**src/rtl/ir_demod_pkg.sv**
```systemverilog
package ir_demod_pkg;
    localparam int unsigned NOM_TICKS = 16;
    localparam int unsigned WIN_MAX   = 4;
    localparam int unsigned FILT_MIN  = 4;
    localparam int unsigned CNT_SAT   = NOM_TICKS + WIN_MAX + 1;
    localparam int unsigned TCNT_W    = $clog2(CNT_SAT + 1);

    typedef logic [TCNT_W-1:0] tcnt_t;

    typedef struct packed {
        tcnt_t lo;
        tcnt_t hi;
    } win_lim_t;

    // bit 0 widens the early side, bit 1 widens the late side
    function automatic win_lim_t win_limits(input logic [1:0] code);
        win_lim_t w;
        w.lo = tcnt_t'(NOM_TICKS - (code[0] ? 32'd4 : 32'd3));
        w.hi = tcnt_t'(NOM_TICKS + (code[1] ? 32'd4 : 32'd3));
        return w;
    endfunction
endpackage

```
**src/rtl/ir_sync.sv**
```systemverilog
module ir_sync #(
    parameter int STAGES = 2
) (
    input  logic clk,
    input  logic rst_n,
    input  logic d,
    output logic q
);
    logic [STAGES-1:0] sh_d, sh_q;

    always_comb begin
        sh_d = {sh_q[STAGES-2:0], d};
    end

    always_ff @(posedge clk or negedge rst_n) begin
        if (!rst_n) sh_q <= '0;
        else        sh_q <= sh_d;
    end

    assign q = sh_q[STAGES-1];
endmodule

```
**src/rtl/ir_glitch_filter.sv**
```systemverilog
module ir_glitch_filter
    import ir_demod_pkg::*;
#(
    parameter int CW = 16
) (
    input  logic          clk,
    input  logic          rst_n,
    input  logic          clr,
    input  logic          x,
    input  logic [CW-1:0] min_w,
    output logic          y
);
    typedef struct packed {
        logic          y;
        logic [CW-1:0] cnt;
    } st_t;

    st_t s_d, s_q;
    logic [CW:0] run_len;

    always_comb begin
        s_d     = s_q;
        run_len = {1'b0, s_q.cnt} + (CW+1)'(1);
        if (clr) begin
            s_d = '0;
        end else if (min_w < CW'(FILT_MIN)) begin
            s_d.y   = x;
            s_d.cnt = '0;
        end else if (x == s_q.y) begin
            s_d.cnt = '0;
        end else if (run_len >= {1'b0, min_w}) begin
            s_d.y   = x;
            s_d.cnt = '0;
        end else begin
            s_d.cnt = run_len[CW-1:0];
        end
    end

    always_ff @(posedge clk or negedge rst_n) begin
        if (!rst_n) s_q <= '0;
        else        s_q <= s_d;
    end

    assign y = s_q.y;
endmodule

```
**src/rtl/ir_tick_gen.sv**
```systemverilog
module ir_tick_gen #(
    parameter int DIV_W = 16
) (
    input  logic             clk,
    input  logic             rst_n,
    input  logic             en,
    input  logic [DIV_W-1:0] div,
    output logic             tick
);
    typedef struct packed {
        logic [DIV_W-1:0] cnt;
    } st_t;

    st_t s_d, s_q;

    assign tick = en && (s_q.cnt >= div);

    always_comb begin
        s_d = s_q;
        if (!en || tick) s_d.cnt = '0;
        else             s_d.cnt = s_q.cnt + 1'b1;
    end

    always_ff @(posedge clk or negedge rst_n) begin
        if (!rst_n) s_q <= '0;
        else        s_q <= s_d;
    end
endmodule

```
**src/rtl/ir_carrier_window.sv**
```systemverilog
module ir_carrier_window
    import ir_demod_pkg::*;
(
    input  logic       clk,
    input  logic       rst_n,
    input  logic       clr,
    input  logic       tick,
    input  logic       lvl,
    input  logic [1:0] win_code,
    output logic       cedge,
    output tcnt_t      tick_cnt,
    output logic       mark
);
    typedef struct packed {
        logic       prev;
        tcnt_t      cnt;
        logic [1:0] streak;
        logic       mark;
    } st_t;

    st_t      s_d, s_q;
    win_lim_t lim;
    logic     in_win;

    assign cedge  = lvl & ~s_q.prev;
    assign lim    = win_limits(win_code);
    assign in_win = (s_q.cnt >= lim.lo) && (s_q.cnt <= lim.hi);

    always_comb begin
        s_d      = s_q;
        s_d.prev = lvl;
        if (clr) begin
            s_d = '0;
        end else if (cedge) begin
            // count ticks in [edge, next edge): a tick in the edge cycle is the first
            s_d.cnt = tick ? tcnt_t'(1) : '0;
            if (in_win) begin
                if (s_q.streak != 2'd2) s_d.streak = s_q.streak + 2'd1;
                s_d.mark = (s_q.streak != 2'd0);
            end else begin
                s_d.streak = '0;
                s_d.mark   = 1'b0;
            end
        end else begin
            if (tick && (s_q.cnt != tcnt_t'(CNT_SAT))) s_d.cnt = s_q.cnt + 1'b1;
            if (s_q.cnt > lim.hi) begin
                s_d.streak = '0;
                s_d.mark   = 1'b0;
            end
        end
    end

    always_ff @(posedge clk or negedge rst_n) begin
        if (!rst_n) s_q <= '0;
        else        s_q <= s_d;
    end

    assign tick_cnt = s_q.cnt;
    assign mark     = s_q.mark;
endmodule

```
**src/rtl/ir_carrier_demod.sv**
```systemverilog
module ir_carrier_demod
    import ir_demod_pkg::*;
#(
    parameter int DIV_W       = 16,
    parameter int LPF_W       = 16,
    parameter int SYNC_STAGES = 2
) (
    input  logic             clk,
    input  logic             rst_n,
    input  logic             ir_in,
    input  logic             rx_en,
    input  logic             demod_en,
    input  logic [DIV_W-1:0] rx_div,
    input  logic [1:0]       win_code,
    input  logic [LPF_W-1:0] lpf_count,
    output logic             mark_o
);
    logic  sync_lvl;
    logic  filt_lvl;
    logic  tick;
    logic  cedge;
    tcnt_t tick_cnt;
    logic  carrier_mark;

    ir_sync #(.STAGES(SYNC_STAGES)) u_sync (
        .clk   (clk),
        .rst_n (rst_n),
        .d     (ir_in),
        .q     (sync_lvl)
    );

    ir_glitch_filter #(.CW(LPF_W)) u_filt (
        .clk   (clk),
        .rst_n (rst_n),
        .clr   (!rx_en),
        .x     (sync_lvl),
        .min_w (lpf_count),
        .y     (filt_lvl)
    );

    ir_tick_gen #(.DIV_W(DIV_W)) u_tick (
        .clk   (clk),
        .rst_n (rst_n),
        .en    (rx_en),
        .div   (rx_div),
        .tick  (tick)
    );

    ir_carrier_window u_win (
        .clk      (clk),
        .rst_n    (rst_n),
        .clr      (!rx_en),
        .tick     (tick),
        .lvl      (filt_lvl),
        .win_code (win_code),
        .cedge    (cedge),
        .tick_cnt (tick_cnt),
        .mark     (carrier_mark)
    );

    assign mark_o = rx_en && (demod_en ? carrier_mark : filt_lvl);
endmodule

```
**config.mk**
```make
export PLATFORM = sky130hd
export DESIGN_NAME = ir_carrier_demod
export DESIGN_NICKNAME = d
export VERILOG_FILES = /design/src/rtl/ir_demod_pkg.sv /design/src/rtl/ir_sync.sv /design/src/rtl/ir_glitch_filter.sv /design/src/rtl/ir_tick_gen.sv /design/src/rtl/ir_carrier_window.sv /design/src/rtl/ir_carrier_demod.sv
export SDC_FILE = /design/constraint.sdc
export NUM_CORES = 1
export LEC_CHECK = 0
export ABC_AREA = 1
export ABC_CLOCK_PERIOD_IN_PS = 5530
export BUFFER_PORTS_ARGS = -buffer_cell sky130_fd_sc_hd__clkbuf_2
export CORE_MARGIN = 1
export CORE_UTILIZATION = 40
export DETAILED_ROUTE_END_ITERATION = 8
export SKIP_CTS_REPAIR_TIMING = 1
export SLEW_MARGIN = 20
export SYNTH_ARGS = -nofsm -noshare
export SYNTH_HDL_FRONTEND = slang
export SYNTH_HIERARCHICAL = 1
export SYNTH_SLANG_ARGS = --single-unit
```
**constraint.sdc**
```tcl
create_clock -name clk -period 5.53 [get_ports clk]
set_input_delay 0 -clock clk [delete_from_list [all_inputs] [get_ports clk]]
set_output_delay 0 -clock clk [all_outputs]
set_load 0.02 [all_outputs]
```
# ---- Word level (Yosys, flattened, before mapping)
# Cells that the tools add are included.
dict set report classes {
  n_bitwise 2
  reduce_logical 9
  eq_ne 8
  order_cmp 6
  mux 18
  addsub 6
}
# cell count
set op_table {}
lappend op_table {{2-to-1 mux 16 bit} 3}
lappend op_table {{2-to-1 mux 17 bit} 2}
lappend op_table {{adder 16 x 1 -> 17 bit (second input constant)} 1}
lappend op_table {{>= comparator 17 x 16 -> 1 bit} 1}
lappend op_table {{adder 16 x 1 -> 16 bit (second input constant)} 1}
lappend op_table {{>= comparator 16 bit} 1}
lappend op_table {{less-than comparator 16 x 3 -> 1 bit (second input constant)} 1}
lappend op_table {{2-to-1 mux 8 bit} 2}
lappend op_table {{2-to-1 mux 3 bit} 4}
lappend op_table {{inequality test 3 x 1 -> 1 bit (second input constant)} 3}
lappend op_table {{adder 5 x 1 -> 5 bit (second input constant)} 1}
lappend op_table {{adder 5 bit (first input constant)} 1}
lappend op_table {{>= comparator 5 bit} 1}
lappend op_table {{> comparator 5 bit} 1}
lappend op_table {{less-or-equal comparator 5 bit} 1}
lappend op_table {{2-to-1 mux 1 bit} 5}
lappend op_table {{2-to-1 mux 5 bit} 1}
lappend op_table {{inequality test 5 bit (second input constant)} 1}
lappend op_table {{subtractor 5 bit (first input constant)} 1}
lappend op_table {{logical AND 1 bit} 4}
lappend op_table {{inequality test 4 bit (second input constant)} 1}
lappend op_table {{AND reduction 2 bit} 2}
lappend op_table {{inequality test 3 x 2 -> 1 bit (second input constant)} 1}
lappend op_table {{adder 2 x 1 -> 2 bit (second input constant)} 1}
lappend op_table {{8 further kinds} 8}
dict set report word_totals {
  elab_cells 57
  register_bits 44
  input_bits 39
  output_inout_bits 1
}

# ---- Logic depth before layout (Yosys ltp)
# Gate-level depths: netlist of the first run.
dict set report logic_depth {
  ltp_word 7
  ltp_mapped 20
}

# ---- Modules after synthesis
# Netlist of the first run, hierarchy kept.
# mod n_inst area_each_um2 cells_per_inst
set modules_own_cells {}
lappend modules_own_cells {ir_glitch_filter 1 1524.0 220}
lappend modules_own_cells {ir_tick_gen 1 1251.2 154}
lappend modules_own_cells {ir_carrier_window 1 759.5 95}
lappend modules_own_cells {ir_sync 1 50.0 2}
lappend modules_own_cells {ir_carrier_demod 1 25.0 6}

# ---- Worst setup path after synthesis of the first run
# No wires, ideal clock.
dict set report synth_path {
  path_kind {reg2reg}
  startpoint {register u_filt/s_q[0] (netlist name)}
  endpoint {register u_filt/s_q[6] (netlist name)}
  required_time_ps 5400
  stages_incl_launch_ff 20
  setup_slack_ps 2998
  synth_period_minus_slack_ps 2532
  path_buffers 1
  arrival_ps 2402
  setup_time_ps 130
  cell_sequence {dfrtp_1 ha_1 nand2_1 nor2_4 nand3_1 inv_1 or2_2 o21ai_0 inv_1 ha_1 nand2_1 inv_1 nand2_1 nor2_1 nand2_1 nand3_1 nand2_1 nand4_4 buf_6 nor2_4}
}
# element line_no
set synth_lines {}
lappend synth_lines {{from (decl)} ir_glitch_filter.sv:18} ;# st_t s_d, s_q;
lappend synth_lines {{from (signal assigned)} ir_glitch_filter.sv:40} ;# if (!rst_n) s_q <= '0;
lappend synth_lines {{from (signal assigned)} ir_glitch_filter.sv:41} ;# else s_q <= s_d;

==> flow_summary.ini, run 1 <==
[placed_design]
dp_slack_ns = 2.70
gp_congestion = 0.808
port_buffers = 39
post-dp-hpwl_um = 5530

[setup_path]
cp_max_fo = 16
slowest_delay_ns = 0.40
cpMaxStageDelayCell = dfrtp_1
critPathArrivalTime_ns = 3.08
required_ns = 5.75
cp-end-kind = register
r2r_cells = 18
path_class = reg2reg
path_common_cell = nand2_1
worstPathCellList = ha_1 -> nand2_1 -> nor2_4 -> nand3_1 -> inv_1 -> nand3_1 -> xor2_1 -> inv_1 -> ha_1 -> nand2_1 -> inv_1 -> nand2_1 -> nor2_1 -> nand2_1 -> nand3_1 -> nand2_1 -> nand4_4 -> nor2_1
cp-start-kind = register

[grt]
grt_pass1_wl_um = 12000
gr-usage-met2 = 0.290
grt_max_degree = 45
grt_pass1_vias = 2786
overflow = 0
grt_use_met1 = 0.215
grt_antenna_before_repair = 0
grt_usage = 0.168
use_met3 = 0.0250
gr-max-usage-layer = met2

[finish]
drive_gt1_frac = 0.204
n_antenna_cell = 0
areaGrowthSynthToFinish_pct = 12.8
finalNetCount = 600

[clock_network]
cts_buffers = 5
clk_latency_ns = 0.30
clk_pin_slew_ns = 0.09
cts.sinks = 44
clockBufferDepth = 2
cts_root_buf = clkbuf_8
htreeDepth = 2
cts_tree = yes

[routing]
detail_route.wl_per_cell_um = 11.0
remaining_drc_errors = 0
ant_nets = 0
viasPerCell = 4.60
vias = 2889
first_pass_iters = 4
drtIter0Drc = 112
drt-total-wl_um = 6890

[sta]
rsz0062_at_grt = no
maxSlewHeadroom = 0.621
worst_pin_slew_ns = 0.568
fin_crit_sh = 0.516
fmax_mhz = 350
finClkSkew_ns = 0.00566
finalSetupTns_ns = 0
hold_violations = 0
finalMaxSlewViolations = 0
fin_crit_ns = 2.85
setup_viol = 0
postLayoutSetupSlackWorst_ns = 2.68

[floorplan]
initial_core_util = 0.412
core_mm2 = 0.00868
fp.dieW_um = 96.5
core.rowCount = 34
die_area_mm2 = 0.00931
fp.dieH_um = 96.5
ios = 40

[yosys]
synth-warning-count = 6
syn_area_mm2 = 0.00357
synth_nets = 553
syn_inst = 472
syn_area_per_cell_um2 = 7.57

[run_status]
outcome = finished, final reports clean

[pwr]
p_leak_uw = 0.00219
ir_drop_uv = 99.0
cellPowerDensity_mw_per_mm2 = 174
fin_total_pwr_uw = 702

[job]
cap_violations = 0

[min_path]
hold_class = in2reg
hold_depth = 3
## power breakdown
part	leakage (uW)	switching (uW)	internal, uW
combinational	0.00153	63.6	39.5
sequential	0.000604	8.08	328
clock	0.0000614	114	148
## placed cells by master, fill, tap and decap left out, types with 2 or more instances in the layout
| cell type | count |
|---|---|
| o21ai_2 | 3 |
| nand2_1 | 96 |
| ha_1 | 42 |
| nor2_2 | 22 |
| nor3_1 | 2 |
| nor2_1 | 55 |
| inv_1 | 99 |
| nand4_1 | 6 |
| xor2_1 | 22 |
| dfrtp_1 | 44 |
| nand3_1 | 18 |
| xnor2_1 | 2 |
| nand3_2 | 5 |
| dlygate4sd3_1 | 2 |
| a21oi_1 | 10 |
| o21ai_1 | 5 |
| nand2_2 | 9 |
| o21a_1 | 2 |
| nand3_4 | 2 |
| nor2_4 | 8 |
| clkbuf_2 | 39 |
| inv_2 | 3 |
| clkbuf_8 | 6 |
| nand3b_1 | 3 |
| or2_2 | 2 |
## through the flow
stage,instances,instance area (um2),util,hold slack [ns]
floorplan,472,3570,-,-0.296
global placement,618,3890,0.448,0.112
detailed placement,618,3890,0.448,0.115
CTS,626,4010,0.462,-0.216
global route,628,4030,0.464,0.130
finish,628,4030,0.464,0.121
## registers in the layout, summed over array words and instances (netlist names)
signal / flops
u_win/s_q: 3
u_win/mark: 1
u_sync/sh_q: 2
u_win/tick_cnt: 5
u_tick/s_q: 16
u_filt/y: 1
u_filt/s_q: 16
## path summary, 6_finish.rpt
check	startpoint	slack, ns	end
max	u_filt/s_q[0]	2.68	u_filt/s_q[15]
min	rx_en	0.12	u_win/s_q[8]
max reg2reg	u_filt/s_q[0]	2.68	u_filt/s_q[15]
min reg2reg	u_sync/sh_q[0]	0.37	u_sync/sh_q[1]
max in group asynchronous	rst_n	4.83	u_tick/s_q[11]
min in group asynchronous	rst_n	0.33	u_win/mark
## routing by layer
layer | vias to the layer above | share of wire
li1 | 1534 | -
met1 | 1316 | 0.48
met2 | 35 | 0.48
met3 | 4 | 0.030
met4 | 0 | 0.010
met5 | - | 0
## worst max-delay path: cells and delay by family, from the launching register on
family | cells | cell delay, ns
xor+xnor | 1 | 0.30
fa+ha+maj | 2 | 0.48
buf+inv | 3 | 0.23
flops | 1 | 0.40
simple gates | 12 | 1.36
## area by class of cell
class / count / area [um2]
multi-input combinational: 324 / 2070
clock inverter: 2 / 38.8
tap: 108 / 135
inverter: 102 / 383
sequential: 44 / 1100
timing repair buffer: 42 / 223
fill: 912 / 4650
clock buffer: 6 / 82.6
(Power assumes the default switching activity.)
==> run 2: changes to the inputs <==
--- a/config.mk
+++ b/config.mk
@@ -5,8 +5,8 @@
 export SDC_FILE = /design/constraint.sdc
 export NUM_CORES = 1
 export LEC_CHECK = 0
-export ABC_AREA = 1
-export ABC_CLOCK_PERIOD_IN_PS = 5530
+export ABC_AREA = 0
+export ABC_CLOCK_PERIOD_IN_PS = 2540
 export BUFFER_PORTS_ARGS = -buffer_cell sky130_fd_sc_hd__clkbuf_2
 export CORE_MARGIN = 1
 export CORE_UTILIZATION = 40
==> constraint.sdc (replaced) <==
create_clock -name clk -period 2.54 [get_ports clk]
set_input_delay 0 -clock clk [delete_from_list [all_inputs] [get_ports clk]]
set_output_delay 0 -clock clk [all_outputs]
set_load 0.02 [all_outputs]
==> flow_summary.ini, run 2 <==
[run_status]
outcome = finished, violations left
failed_checks = setup timing

[clock_network]
cts_tree = yes
cts.sinks = 44
clk_latency_ns = 0.30
clk_pin_slew_ns = 0.08
htreeDepth = 2
cts_buffers = 5
clockBufferDepth = 2
cts_root_buf = clkbuf_8

[floorplan]
fp.dieH_um = 91.0
core_mm2 = 0.00769
die_area_mm2 = 0.00829
initial_core_util = 0.412
core.rowCount = 32
ios = 40
fp.dieW_um = 91.0

[yosys]
syn_area_per_cell_um2 = 9.46
synth-warning-count = 6
synth_nets = 416
syn_inst = 335
syn_area_mm2 = 0.00317

[sta]
worst_pin_slew_ns = 0.753
fin_crit_sh = 1.09
postLayoutSetupSlackWorst_ns = -0.236
rsz0062_at_grt = yes
fmax_mhz = 360
finClkSkew_ns = 0.00925
setup_viol = 17
maxSlewHeadroom = 0.498
hold_violations = 0
fin_crit_ns = 2.78
finalMaxSlewViolations = 0

[setup_path]
path_class = reg2reg
cp-start-kind = register
required_ns = 2.77
critPathArrivalTime_ns = 3.01
r2r_cells = 12
cp-end-kind = register
cp_max_fo = 7

[routing]
ant_nets = 0
viasPerCell = 4.87
detail_route.wl_per_cell_um = 12.5
remaining_drc_errors = 0
first_pass_iters = 4
drtIter0Drc = 60
drt-total-wl_um = 6350
vias = 2483

[finish]
final_cells = 510
fill_cells = 731
finalNetCount = 490
drive_gt1_frac = 0.309
n_antenna_cell = 0
areaGrowthSynthToFinish_pct = 24.6
final_cell_mix = inv_1, dfrtp_1, clkbuf_2, ha_1, buf_4
mostFrequentLayoutCell = inv_1
utilization = 0.514

[grt]
grt_antenna_before_repair = 0
grt_pass1_vias = 2401
grt_max_degree = 30
grt_pass1_wl_um = 10800
grt_usage = 0.162
overflow = 0

[pwr]
ir_drop_uv = 221
seqPwrFrac = 0.502
cellPowerDensity_mw_per_mm2 = 366
fin_total_pwr_uw = 1450
p_leak_uw = 0.00205
internal_power_uw = 1090
switching_power_uw = 359
combPwrFrac = 0.144
swShare = 0.248
clkPwrFrac = 0.355

[placed_design]
port_buffers = 39
dp.cells = 496
post-dp-hpwl_um = 4930
gp_congestion = 0.808

[min_path]
hold_class = in2reg
hold_depth = 3

[job]
cap_violations = 0
run 2: worst max-delay path: stages, from the launching register on:
cell,delay (ns)
dfrtp_1,0.40
ha_2,0.20
and3_4,0.18
and3_4,0.17
and3_4,0.17
xor2_2,0.14
ha_2,0.17
a211oi_2,0.21
nand2_1,0.09
a311o_1,0.34
a211o_1,0.35
buf_8,0.18
nor2b_4,0.10
run 2: cell type report:
type	count	area [um2]	share of cell area
clock inverters	1	30.0	0.00760
multi-input cells	242	2000	0.506
inverters	45	169	0.0427
repair buffers	71	455	0.115
clock buffers	5	68.8	0.0174
well taps	102	128	0.0323
flip-flops and latches	44	1100	0.279
run 2: stage by stage:
step | hold slack, ns | instance area (um2) | setup slack (ns) | setup TNS (ns)
2_1_floorplan | -0.296 | 3170 | -0.134 | -1.59
4_1_cts | -0.211 | 3740 | -0.313 | -4.68
3_5_place_dp | 0.118 | 3640 | -0.283 | -4.15
5_1_grt | 0.142 | 3950 | -0.383 | -6.05
3_3_place_gp | 0.111 | 3640 | -0.242 | -3.70
6_report | 0.133 | 3950 | -0.236 | -3.59
run 2: path summary, 6_finish.rpt:
| check | from | endpoint | slack [ns] |
|---|---|---|---|
| max in group asynchronous | rst_n | u_filt/s_q[12] | 1.53 |
| worst max-delay path | u_filt/s_q[1] | u_filt/s_q[11] | -0.24 |
| worst min-delay path | rx_en | u_tick/s_q[14] | 0.13 |
| min in group asynchronous | rst_n | u_filt/s_q[10] | 0.31 |
| worst min register to register | u_sync/sh_q[0] | u_sync/sh_q[1] | 0.36 |
| worst max register to register | u_filt/s_q[1] | u_filt/s_q[11] | -0.24 |
run 2: per-layer routing:
metal	vias to the layer above	track usage	routed length (um)
met5	-	0	0
met1	1157	0.209	2990
met4	0	0.0357	59
met3	6	0.0327	162
li1	1291	-	-
met2	29	0.278	3150
run 2: power by group through the flow:
| stage | Sequential (uW) | Clock, uW | Combinational, uW |
|---|---|---|---|
| 4_1_cts | 726 | 535 | 195 |
| 6_report | 726 | 513 | 208 |
| 3_5_place_dp | 739 | 0 | 194 |
| 2_1_floorplan | 737 | 0 | 112 |
| 3_3_place_gp | 739 | 0 | 189 |
| 5_1_grt | 729 | 562 | 238 |
==> run 3: changes to the inputs <==
--- a/config.mk
+++ b/config.mk
@@ -9,7 +9,7 @@
 export ABC_CLOCK_PERIOD_IN_PS = 2540
 export BUFFER_PORTS_ARGS = -buffer_cell sky130_fd_sc_hd__clkbuf_2
 export CORE_MARGIN = 1
-export CORE_UTILIZATION = 40
+export CORE_UTILIZATION = 38
 export DETAILED_ROUTE_END_ITERATION = 8
 export SKIP_CTS_REPAIR_TIMING = 1
 export SLEW_MARGIN = 20
==> flow_summary.ini, run 3 (same netlist as run 2, synthesis figures left out) <==
[routing]
detail_route.wl_per_cell_um = 12.5
drtIter0Drc = 91
ant_nets = 0
drt-total-wl_um = 6390
vias = 2488
viasPerCell = 4.87
remaining_drc_errors = 0
first_pass_iters = 4

[setup_path]
reg2reg_to = u_filt/s_q[13]
cp-end-kind = register
required_ns = 2.78
r2r_setup_slack_ns = -0.23
cp_max_fo = 7
r2r_start = u_filt/s_q[1]
path_class = reg2reg
critPathArrivalTime_ns = 3.00
r2r_cells = 12
cp-start-kind = register

[sta]
hold_violations = 0
fin_crit_ns = 2.77
whs_ns = 0.131
maxSlewHeadroom = 0.505
finClkSkew_ns = 0.00947
rsz0062_at_grt = yes
setup_viol = 17
postLayoutSetupSlackWorst_ns = -0.228
worst_pin_slew_ns = 0.742
fin_crit_sh = 1.09
finalMaxSlewViolations = 0
fmax_mhz = 361

[clock_network]
cts_root_buf = clkbuf_8
cts_buffers = 5
htreeDepth = 2
clk_pin_slew_ns = 0.09
clk_latency_ns = 0.30
cts_tree = yes
clockBufferDepth = 2
cts.sinks = 44

[floorplan]
core.rowCount = 32
fp.dieH_um = 93.3
die_area_mm2 = 0.00871
fp.dieW_um = 93.3
initial_core_util = 0.402
core_mm2 = 0.00789
ios = 40

[placed_design]
gp_congestion = 0.764
port_buffers = 39
place_area_mm2 = 0.00362
post-dp-hpwl_um = 5030
dp_slack_ns = -0.285

[min_path]
hold_class = in2reg
hold_depth = 3
min-delay-start = rx_en
hold_end = u_tick/s_q[14]

[finish]
finalNetCount = 489
areaGrowthSynthToFinish_pct = 22.8
n_antenna_cell = 0
drive_gt1_frac = 0.298
fill_cells = 737
design_area_mm2 = 0.00389
mostFrequentLayoutCell = inv_1
final_cell_mix = inv_1, dfrtp_1, ha_1, clkbuf_2, buf_4

[grt]
overflow = 0
grt_pass1_vias = 2434
grt_usage = 0.161
grt_pass1_wl_um = 11000
grt_antenna_before_repair = 0
grt_max_degree = 31

[run_status]
failed_checks = setup timing
outcome = finished, violations left

[pwr]
cellPowerDensity_mw_per_mm2 = 375
fin_total_pwr_uw = 1460
p_leak_uw = 0.00204
ir_drop_uv = 168

[job]
cap_violations = 0
[run 3: cell types whose count changed in the layout (fill, tap and decap cells not counted), sizes merged]
cell    before  now
clkbuf      44   45
clkinv       0    1
buf         30   29
[run 3: per-stage QoR]
step,instances,TNS [ns],utilization
2_1_floorplan,335,-1.59,-
3_3_place_gp,494,-3.44,0.459
3_5_place_dp,494,-3.89,0.459
4_1_cts,502,-4.10,0.473
5_1_grt,511,-5.94,0.494
6_report,511,-3.28,0.494
[run 3: how the worst max path moves through the flow]
stage	from	endpoint	slack [ns]	cells after the start
after floorplan	u_filt/s_q[0]	u_filt/s_q[10]	-0.13	14
after global placement	u_filt/s_q[0]	u_filt/s_q[11]	-0.24	13
after detailed placement	u_filt/s_q[0]	u_filt/s_q[11]	-0.28	13
after CTS	u_filt/s_q[0]	u_filt/s_q[11]	-0.29	13
after global routing	u_filt/s_q[0]	u_filt/s_q[2]	-0.38	13
final	u_filt/s_q[1]	u_filt/s_q[13]	-0.23	12
[run 3: routing by layer]
| metal | track usage | vias up | part of all wire |
|---|---|---|---|
| met5 | 0 | - | 0 |
| met2 | 0.273 | 35 | 0.48 |
| met4 | 0.0423 | 0 | 0.010 |
| met1 | 0.211 | 1157 | 0.48 |
| li1 | - | 1289 | - |
| met3 | 0.0268 | 7 | 0.028 |
[run 3: worst max-delay path, stage by stage (launching register included)]
cell and delay [ns]:
dfrtp_1 0.40, ha_2 0.19, and3_4 0.18, and3_4 0.17
and3_4 0.17, xor2_2 0.15, ha_2 0.19, a211oi_2 0.21
nand2_1 0.08, a311o_1 0.36, a211o_4 0.36, buf_8 0.15
nor2b_2 0.10
[run 3: area by class of cell]
| type | count | area [um2] | area share |
|---|---|---|---|
| clock buffers | 6 | 72.6 | 0.0186 |
| inverters | 45 | 169 | 0.0434 |
| repair buffers | 70 | 444 | 0.114 |
| clock inverters | 2 | 35.0 | 0.00899 |
| multi-input cells | 242 | 1950 | 0.500 |
| flip-flops and latches | 44 | 1100 | 0.283 |
| well taps | 102 | 128 | 0.0328 |
[run 3: power breakdown]
part	internal, uW	switching (uW)
combinational	93.0	109
sequential	712	14.3
clock	292	239
total	1100	363
